$ cat config.mk
export PLATFORM = sky130hd
export DESIGN_NAME = xlate_walker
export DESIGN_NICKNAME = d
export VERILOG_FILES = /design/src/rtl/xlate_pkg.sv /design/src/rtl/xlate_addr_form.sv /design/src/rtl/xlate_desc_eval.sv /design/src/rtl/xlate_ctrl.sv /design/src/rtl/xlate_walker.sv
export SDC_FILE = /design/constraint.sdc
export NUM_CORES = 1
export LEC_CHECK = 0
export ABC_AREA = 1
export BUFFER_PORTS_ARGS = -buffer_cell sky130_fd_sc_hd__clkbuf_2
export CORE_ASPECT_RATIO = 2
export CORE_MARGIN = 3
export CORE_UTILIZATION = 30
export CTS_CLUSTER_SIZE = 30
export DETAILED_ROUTE_END_ITERATION = 7
export PLACE_DENSITY_LB_ADDON = 0.2
export SLEW_MARGIN = 5
export SYNTH_ARGS = -nofsm -noshare
export SYNTH_HDL_FRONTEND = slang
export SYNTH_SLANG_ARGS = --single-unit
$ cat constraint.sdc
create_clock -name clk -period 3.25 [get_ports clk]
set_clock_uncertainty 0.15 [all_clocks]
set_input_delay 0.1625 -clock clk [delete_from_list [all_inputs] [get_ports clk]]
set_output_delay 0.1625 -clock clk [all_outputs]
set_load 0.005 [all_outputs]
$ cat src/rtl/xlate_pkg.sv
package xlate_pkg;

   typedef enum logic [1:0] {
      FLT_NONE  = 2'd0,
      FLT_TABLE = 2'd1,
      FLT_PAGE  = 2'd2,
      FLT_PROT  = 2'd3
   } fault_e;

   typedef enum logic [2:0] {
      ST_IDLE,
      ST_SEG,
      ST_PAGE,
      ST_UPD,
      ST_DONE
   } walk_st_e;

   // descriptor bit positions decoded by hardware
   localparam int SEG_VALID_POS = 1;
   localparam int PG_VALID_POS  = 0;
   localparam int RO_POS        = 2;
   localparam int REF_POS       = 3;
   localparam int MOD_POS       = 4;
   localparam int NC_POS        = 6;

   localparam int LVL_SEG  = 0;
   localparam int LVL_PAGE = 1;

endpackage

$ cat src/rtl/xlate_addr_form.sv
module xlate_addr_form #(
   parameter int FRAME_W = 20,
   parameter int IDX_W   = 10,
   parameter int PA_W    = 32
) (
   input  logic [FRAME_W-1:0] frame,
   input  logic [IDX_W-1:0]   index,
   output logic [PA_W-1:0]    addr
);

   localparam int SUM_W = FRAME_W + IDX_W + 2;

   generate
      if (SUM_W != PA_W) begin : g_width_bad
         $error("xlate_addr_form: frame + index + 2 must equal PA_W");
      end
   endgenerate

   assign addr = {frame, index, 2'b00};

endmodule

$ cat src/rtl/xlate_desc_eval.sv
module xlate_desc_eval
   import xlate_pkg::*;
#(
   parameter int DESC_W = 32,
   parameter int OFF_W  = 12,
   parameter int LEVEL  = LVL_SEG
) (
   input  logic [DESC_W-1:0]       desc,
   input  logic                    is_write,
   output logic                    present,
   output logic                    write_denied,
   output logic [DESC_W-OFF_W-1:0] frame,
   output logic                    no_cache,
   output logic                    needs_update,
   output logic [DESC_W-1:0]       updated
);

   localparam logic [DESC_W-1:0] REF_MASK = DESC_W'(1) << REF_POS;
   localparam logic [DESC_W-1:0] MOD_MASK = DESC_W'(1) << MOD_POS;

   generate
      if (OFF_W <= NC_POS) begin : g_off_bad
         $error("xlate_desc_eval: offset field too narrow for flag bits");
      end
   endgenerate

   assign frame        = desc[DESC_W-1:OFF_W];
   assign write_denied = is_write & desc[RO_POS];

   generate
      if (LEVEL == LVL_SEG) begin : g_seg
         assign present      = desc[SEG_VALID_POS];
         assign no_cache     = 1'b0;
         assign needs_update = 1'b0;
         assign updated      = desc;
      end else begin : g_page
         assign present      = desc[PG_VALID_POS];
         assign no_cache     = desc[NC_POS];
         assign needs_update = ~desc[REF_POS] | (is_write & ~desc[MOD_POS]);
         assign updated      = desc | REF_MASK | (is_write ? MOD_MASK : '0);
      end
   endgenerate

endmodule

$ cat src/rtl/xlate_ctrl.sv
module xlate_ctrl
   import xlate_pkg::*;
#(
   parameter int VA_W    = 32,
   parameter int PA_W    = 32,
   parameter int OFF_W   = 12,
   parameter int FRAME_W = 20,
   parameter int DESC_W  = 32
) (
   input  logic               clk,
   input  logic               rst_n,
   input  logic               req_valid,
   input  logic [VA_W-1:0]    req_va,
   input  logic               req_write,
   input  logic [FRAME_W-1:0] base_in,
   input  logic               mem_ack,
   input  logic               seg_present,
   input  logic               seg_deny,
   input  logic [FRAME_W-1:0] seg_frame,
   input  logic               pg_present,
   input  logic               pg_deny,
   input  logic [FRAME_W-1:0] pg_frame,
   input  logic               pg_nc,
   input  logic               pg_need_upd,
   input  logic [DESC_W-1:0]  pg_updated,
   output walk_st_e           state,
   output logic [VA_W-1:0]    va_q,
   output logic               write_q,
   output logic [FRAME_W-1:0] base_q,
   output logic [FRAME_W-1:0] pt_frame_q,
   output logic [DESC_W-1:0]  upd_desc_q,
   output logic [PA_W-1:0]    pa_q,
   output logic               nc_q,
   output fault_e             fault_q
);

   logic seg_deny_q;

   always_ff @(posedge clk) begin
      if (!rst_n) begin
         state      <= ST_IDLE;
         va_q       <= '0;
         write_q    <= 1'b0;
         base_q     <= '0;
         pt_frame_q <= '0;
         seg_deny_q <= 1'b0;
         upd_desc_q <= '0;
         pa_q       <= '0;
         nc_q       <= 1'b0;
         fault_q    <= FLT_NONE;
      end else begin
         unique case (state)
            ST_IDLE: begin
               if (req_valid) begin
                  va_q    <= req_va;
                  write_q <= req_write;
                  base_q  <= base_in;
                  state   <= ST_SEG;
               end
            end
            ST_SEG: begin
               if (mem_ack) begin
                  if (!seg_present) begin
                     pa_q    <= '0;
                     nc_q    <= 1'b0;
                     fault_q <= FLT_TABLE;
                     state   <= ST_DONE;
                  end else begin
                     pt_frame_q <= seg_frame;
                     seg_deny_q <= seg_deny;
                     state      <= ST_PAGE;
                  end
               end
            end
            ST_PAGE: begin
               if (mem_ack) begin
                  if (!pg_present) begin
                     pa_q    <= '0;
                     nc_q    <= 1'b0;
                     fault_q <= FLT_PAGE;
                     state   <= ST_DONE;
                  end else if (seg_deny_q || pg_deny) begin
                     pa_q    <= '0;
                     nc_q    <= 1'b0;
                     fault_q <= FLT_PROT;
                     state   <= ST_DONE;
                  end else begin
                     pa_q       <= {pg_frame, va_q[OFF_W-1:0]};
                     nc_q       <= pg_nc;
                     fault_q    <= FLT_NONE;
                     upd_desc_q <= pg_updated;
                     state      <= pg_need_upd ? ST_UPD : ST_DONE;
                  end
               end
            end
            ST_UPD: begin
               if (mem_ack) state <= ST_DONE;
            end
            ST_DONE: state <= ST_IDLE;
            default: state <= ST_IDLE;
         endcase
      end
   end

endmodule

$ cat src/rtl/xlate_walker.sv
module xlate_walker
   import xlate_pkg::*;
#(
   parameter int VA_W   = 32,
   parameter int PA_W   = 32,
   parameter int OFF_W  = 12,
   parameter int IDX_W  = 10,
   parameter int DESC_W = 32
) (
   input  logic                  clk,
   input  logic                  rst_n,
   input  logic                  req_valid,
   input  logic [VA_W-1:0]       req_va,
   input  logic                  req_super,
   input  logic                  req_write,
   output logic                  req_ready,
   input  logic [PA_W-OFF_W-1:0] user_base,
   input  logic [PA_W-OFF_W-1:0] super_base,
   output logic                  mem_req,
   output logic                  mem_we,
   output logic [PA_W-1:0]       mem_addr,
   output logic [DESC_W-1:0]     mem_wdata,
   input  logic                  mem_ack,
   input  logic [DESC_W-1:0]     mem_rdata,
   output logic                  rsp_valid,
   output logic [PA_W-1:0]       rsp_pa,
   output logic                  rsp_nocache,
   output logic [1:0]            rsp_fault
);

   localparam int FRAME_W  = PA_W - OFF_W;
   localparam int SEG_LO   = OFF_W + IDX_W;
   localparam int LEVELS   = 2;

   generate
      if (VA_W != 2 * IDX_W + OFF_W) begin : g_va_bad
         $error("xlate_walker: VA_W must equal two indices plus the offset");
      end
      if (IDX_W + 2 != OFF_W) begin : g_tbl_bad
         $error("xlate_walker: one table of 4-byte descriptors must fill a page");
      end
      if (DESC_W != PA_W) begin : g_desc_bad
         $error("xlate_walker: descriptor width must match physical address width");
      end
   endgenerate

   walk_st_e             state;
   logic [VA_W-1:0]      va_q;
   logic                 write_q;
   logic [FRAME_W-1:0]   base_q;
   logic [FRAME_W-1:0]   pt_frame_q;
   logic [DESC_W-1:0]    upd_desc_q;
   logic [PA_W-1:0]      pa_q;
   logic                 nc_q;
   fault_e               fault_q;

   logic [FRAME_W-1:0]   base_sel;
   logic [FRAME_W-1:0]   lvl_frame [LEVELS];
   logic [IDX_W-1:0]     lvl_index [LEVELS];
   logic [PA_W-1:0]      lvl_addr  [LEVELS];
   logic                 lvl_present [LEVELS];
   logic                 lvl_deny    [LEVELS];
   logic [FRAME_W-1:0]   lvl_dframe  [LEVELS];
   logic                 lvl_nc      [LEVELS];
   logic                 lvl_need    [LEVELS];
   logic [DESC_W-1:0]    lvl_upd     [LEVELS];

   assign base_sel = req_super ? super_base : user_base;

   assign lvl_frame[LVL_SEG]  = base_q;
   assign lvl_index[LVL_SEG]  = va_q[VA_W-1:SEG_LO];
   assign lvl_frame[LVL_PAGE] = pt_frame_q;
   assign lvl_index[LVL_PAGE] = va_q[SEG_LO-1:OFF_W];

   for (genvar g = 0; g < LEVELS; g++) begin : g_level
      xlate_addr_form #(
         .FRAME_W (FRAME_W),
         .IDX_W   (IDX_W),
         .PA_W    (PA_W)
      ) u_addr (
         .frame (lvl_frame[g]),
         .index (lvl_index[g]),
         .addr  (lvl_addr[g])
      );

      xlate_desc_eval #(
         .DESC_W (DESC_W),
         .OFF_W  (OFF_W),
         .LEVEL  (g)
      ) u_eval (
         .desc         (mem_rdata),
         .is_write     (write_q),
         .present      (lvl_present[g]),
         .write_denied (lvl_deny[g]),
         .frame        (lvl_dframe[g]),
         .no_cache     (lvl_nc[g]),
         .needs_update (lvl_need[g]),
         .updated      (lvl_upd[g])
      );
   end

   xlate_ctrl #(
      .VA_W    (VA_W),
      .PA_W    (PA_W),
      .OFF_W   (OFF_W),
      .FRAME_W (FRAME_W),
      .DESC_W  (DESC_W)
   ) u_ctrl (
      .clk         (clk),
      .rst_n       (rst_n),
      .req_valid   (req_valid),
      .req_va      (req_va),
      .req_write   (req_write),
      .base_in     (base_sel),
      .mem_ack     (mem_ack),
      .seg_present (lvl_present[LVL_SEG]),
      .seg_deny    (lvl_deny[LVL_SEG]),
      .seg_frame   (lvl_dframe[LVL_SEG]),
      .pg_present  (lvl_present[LVL_PAGE]),
      .pg_deny     (lvl_deny[LVL_PAGE]),
      .pg_frame    (lvl_dframe[LVL_PAGE]),
      .pg_nc       (lvl_nc[LVL_PAGE]),
      .pg_need_upd (lvl_need[LVL_PAGE]),
      .pg_updated  (lvl_upd[LVL_PAGE]),
      .state       (state),
      .va_q        (va_q),
      .write_q     (write_q),
      .base_q      (base_q),
      .pt_frame_q  (pt_frame_q),
      .upd_desc_q  (upd_desc_q),
      .pa_q        (pa_q),
      .nc_q        (nc_q),
      .fault_q     (fault_q)
   );

   assign req_ready   = (state == ST_IDLE);
   assign mem_req     = (state == ST_SEG) || (state == ST_PAGE) || (state == ST_UPD);
   assign mem_we      = (state == ST_UPD);
   assign mem_addr    = (state == ST_SEG) ? lvl_addr[LVL_SEG] : lvl_addr[LVL_PAGE];
   assign mem_wdata   = upd_desc_q;
   assign rsp_valid   = (state == ST_DONE);
   assign rsp_pa      = pa_q;
   assign rsp_nocache = nc_q;
   assign rsp_fault   = fault_q;

endmodule

==> impl_metrics.ini <==
[clock_network]
holdBufCountCts = 93
cts_resized = 0
post-cts-setup-buffers = 0
clk_pin_slew_ps = 60
clkLatencyLatePin_ps = 420
clkSinkCount = 144
ctsHtreeMaxLevel = 4
numCtsBuffers = 17
clock-root-buffer = clkbuf_16
cts_buffer_depth = 2
cts_tree = yes

[run_status]
outcome = finished, final reports clean

[final_layout]
fin_cells = 1343
area_growth_pct = 44.9
fin_nets = 1185
final_layout_size_suffix_gt1_share_pct = 24.5
fin_util_pct = 44.7
diodes = 0

[grt]
use_met2_pct = 32.8
grt.overflow.total = 0
grt_use_met1_pct = 18.9
grt.total_usage_pct = 17.7
busiest_layer = met2
use_met3_pct = 3.17
antenna_found_initial = 0
first_global_vias = 5866
grt_pass1_wl_microns = 30000
grt_max_degree = 81

[detailed_routing]
viasPerCell = 4.47
vias = 5999
ant_nets = 0
drt_iter0_drc = 215
drt_wl_total_microns = 18800
drc_errors = 0
wl_per_cell_microns = 14.0
dr.pass1.iters = 4

[critical_path]
critPathArrivalTime_ps = 2010
cp_max_fo = 61
critPathSlowestCell = buf_4
slowest_delay_ps = 460
worstPathCellList = inv_2, nand3_4, buf_4, nand2_1, o21ai_0, clkbuf_2
crit_type = reg -> out
cp_top_family = buffers and inverters
cp_num_buf_inv = 3
startpoint_type = flip-flop
required_ps = 2940
setup.worst_path.end_class = output pin

[floorplan]
start_util_pct = 30.9
fp.coreArea_sq_um = 19000
die_area_sq_um = 21400
num_rows = 71
pin_count = 213
die_w_microns = 105
die_h_microns = 204

[sta]
fin_tns_setup_ps = 0
finalHoldViolations = 0
maxSlewHeadroom_pct = 46.8
slew_viol_final = 0
tightest_slew_ps = 798
fin_crit_ps = 2320
fin_ws_ps = 929
rsz0062_at_grt = no
clock.fmax_mhz = 431
setup_viol = 0
finalCritPeriodShare_pct = 71.4

[power]
power_leakage_nw = 3.76
total_power_mw = 5.21
cellPowerDensity_nw_per_um2 = 613
ir_worst_vdd_v = 0.000256

[synth]
synth_seq_cells = 144
synth_area_leader_cell = dfxtp_1
synth_top_cells_by_area = dfxtp_1 49%, nand2_1 12%, a21oi_1 10%
synth_warnings = 0
synthArstFlopShare_pct = 0
ys_seq_area_share_pct = 49.1
synthTopCellsByCount = 190 x nand2_1, 144 x dfxtp_1, 123 x a21oi_1
syn_inst = 802
syn_area_per_cell_sq_um = 7.31
syn_area_sq_um = 5870
synth_most_common_cell = nand2_1
synth.distinct_cells = 25
synthDominantCellAreaShare_pct = 49.1
ys.flop_type = dfxtp_1
synth-edff-count = 0

[flow_run]
maxCapViolCount = 0

[min_path]
hp-class = in -> reg

[placement]
hpwlAfterDp_microns = 12900
port_buffers = 210
gp_congestion = 0.817
place_inst = 1218
place_ws_ps = 1100
## sequential cells by signal, indices dropped and copies added (netlist names), 2 cells and up
register and cells:
u_ctrl.base_q 20, u_ctrl.state 3, u_ctrl.pa_q 32, u_ctrl.va_q 32, u_ctrl.pt_frame_q 20, u_ctrl.fault_q 2
u_ctrl.upd_desc_q 32
## cells in the final DEF (no fill, tap or decap), drive strengths merged
cell type,netlist,final
o21ai,113,113
buf,32,6
nand3b,1,1
clkinvlp,0,6
dfxtp,144,144
bufinv,0,2
conb,1,2
nand2,194,194
nor3,2,2
a21oi,123,123
inv,74,74
clkinv,1,7
clkbuf,24,228
nor2,61,61
dlygate4sd3,0,93
nand4,1,1
nand3,31,31
## kinds of logic (layout without fill, tap and decap cells)
family	count (synthesis)	in the layout	synth area share [%]
AO/OA/AOI/OAI	236	236	20.1
buffers and inverters	131	416	10.3
flip-flops	144	144	49.1
other	1	2	0.0639
AND/OR/NAND/NOR	290	290	20.4
## layout make-up
class,instances,area [sq um]
inverter,75,282
tap,255,319
fill,2035,10500
multi-input combinational,528,2380
clock inverter,14,143
sequential,144,2880
clock buffer,18,439
timing repair buffer,309,2050
## routing by layer
metal  share of wire, %  wire length [microns]  up-vias
met4                3.7                    693        0
met1                 40                   7580     2669
li1                   -                      -     3119
met5                  0                      0        -
met3                3.6                    675       41
met2                 52                   9830      170
## where the power goes
part / switching (mW) / internal (mW)
clock: 0.774 / 1.14
combinational: 0.784 / 0.453
sequential: 0.0901 / 1.96
## metrics by stage
step | instance area, sq um | hold WS, ps
2_1_floorplan | 5870 | 147
3_3_place_gp | 6990 | 263
3_5_place_dp | 6990 | 271
4_1_cts | 8500 | 0.576
5_1_grt | 8500 | 52.2
6_report | 8500 | 8.24
## worst paths after layout
path	startpoint	to	slack, ps	cells after the start
max	u_ctrl.state[1]$_SDFFE_PN0P_	mem_addr[26]	930	6
min	super_base[12]	u_ctrl.base_q[12]$_SDFFE_PN0P_	8	5
max reg2reg	u_ctrl.state[0]$_SDFFE_PN0P_	u_ctrl.write_q$_SDFFE_PN0P_	1080	7
min reg2reg	u_ctrl.va_q[22]$_SDFFE_PN0P_	u_ctrl.va_q[22]$_SDFFE_PN0P_	300	2
## worst reg2reg max path: cells and delay by family, from the launching register on
kind | cells | cell delay, ps
compound gates | 2 | 450
buf+inv | 2 | 580
flops | 1 | 380
simple gates | 3 | 490
(Power assumes the default switching activity.)
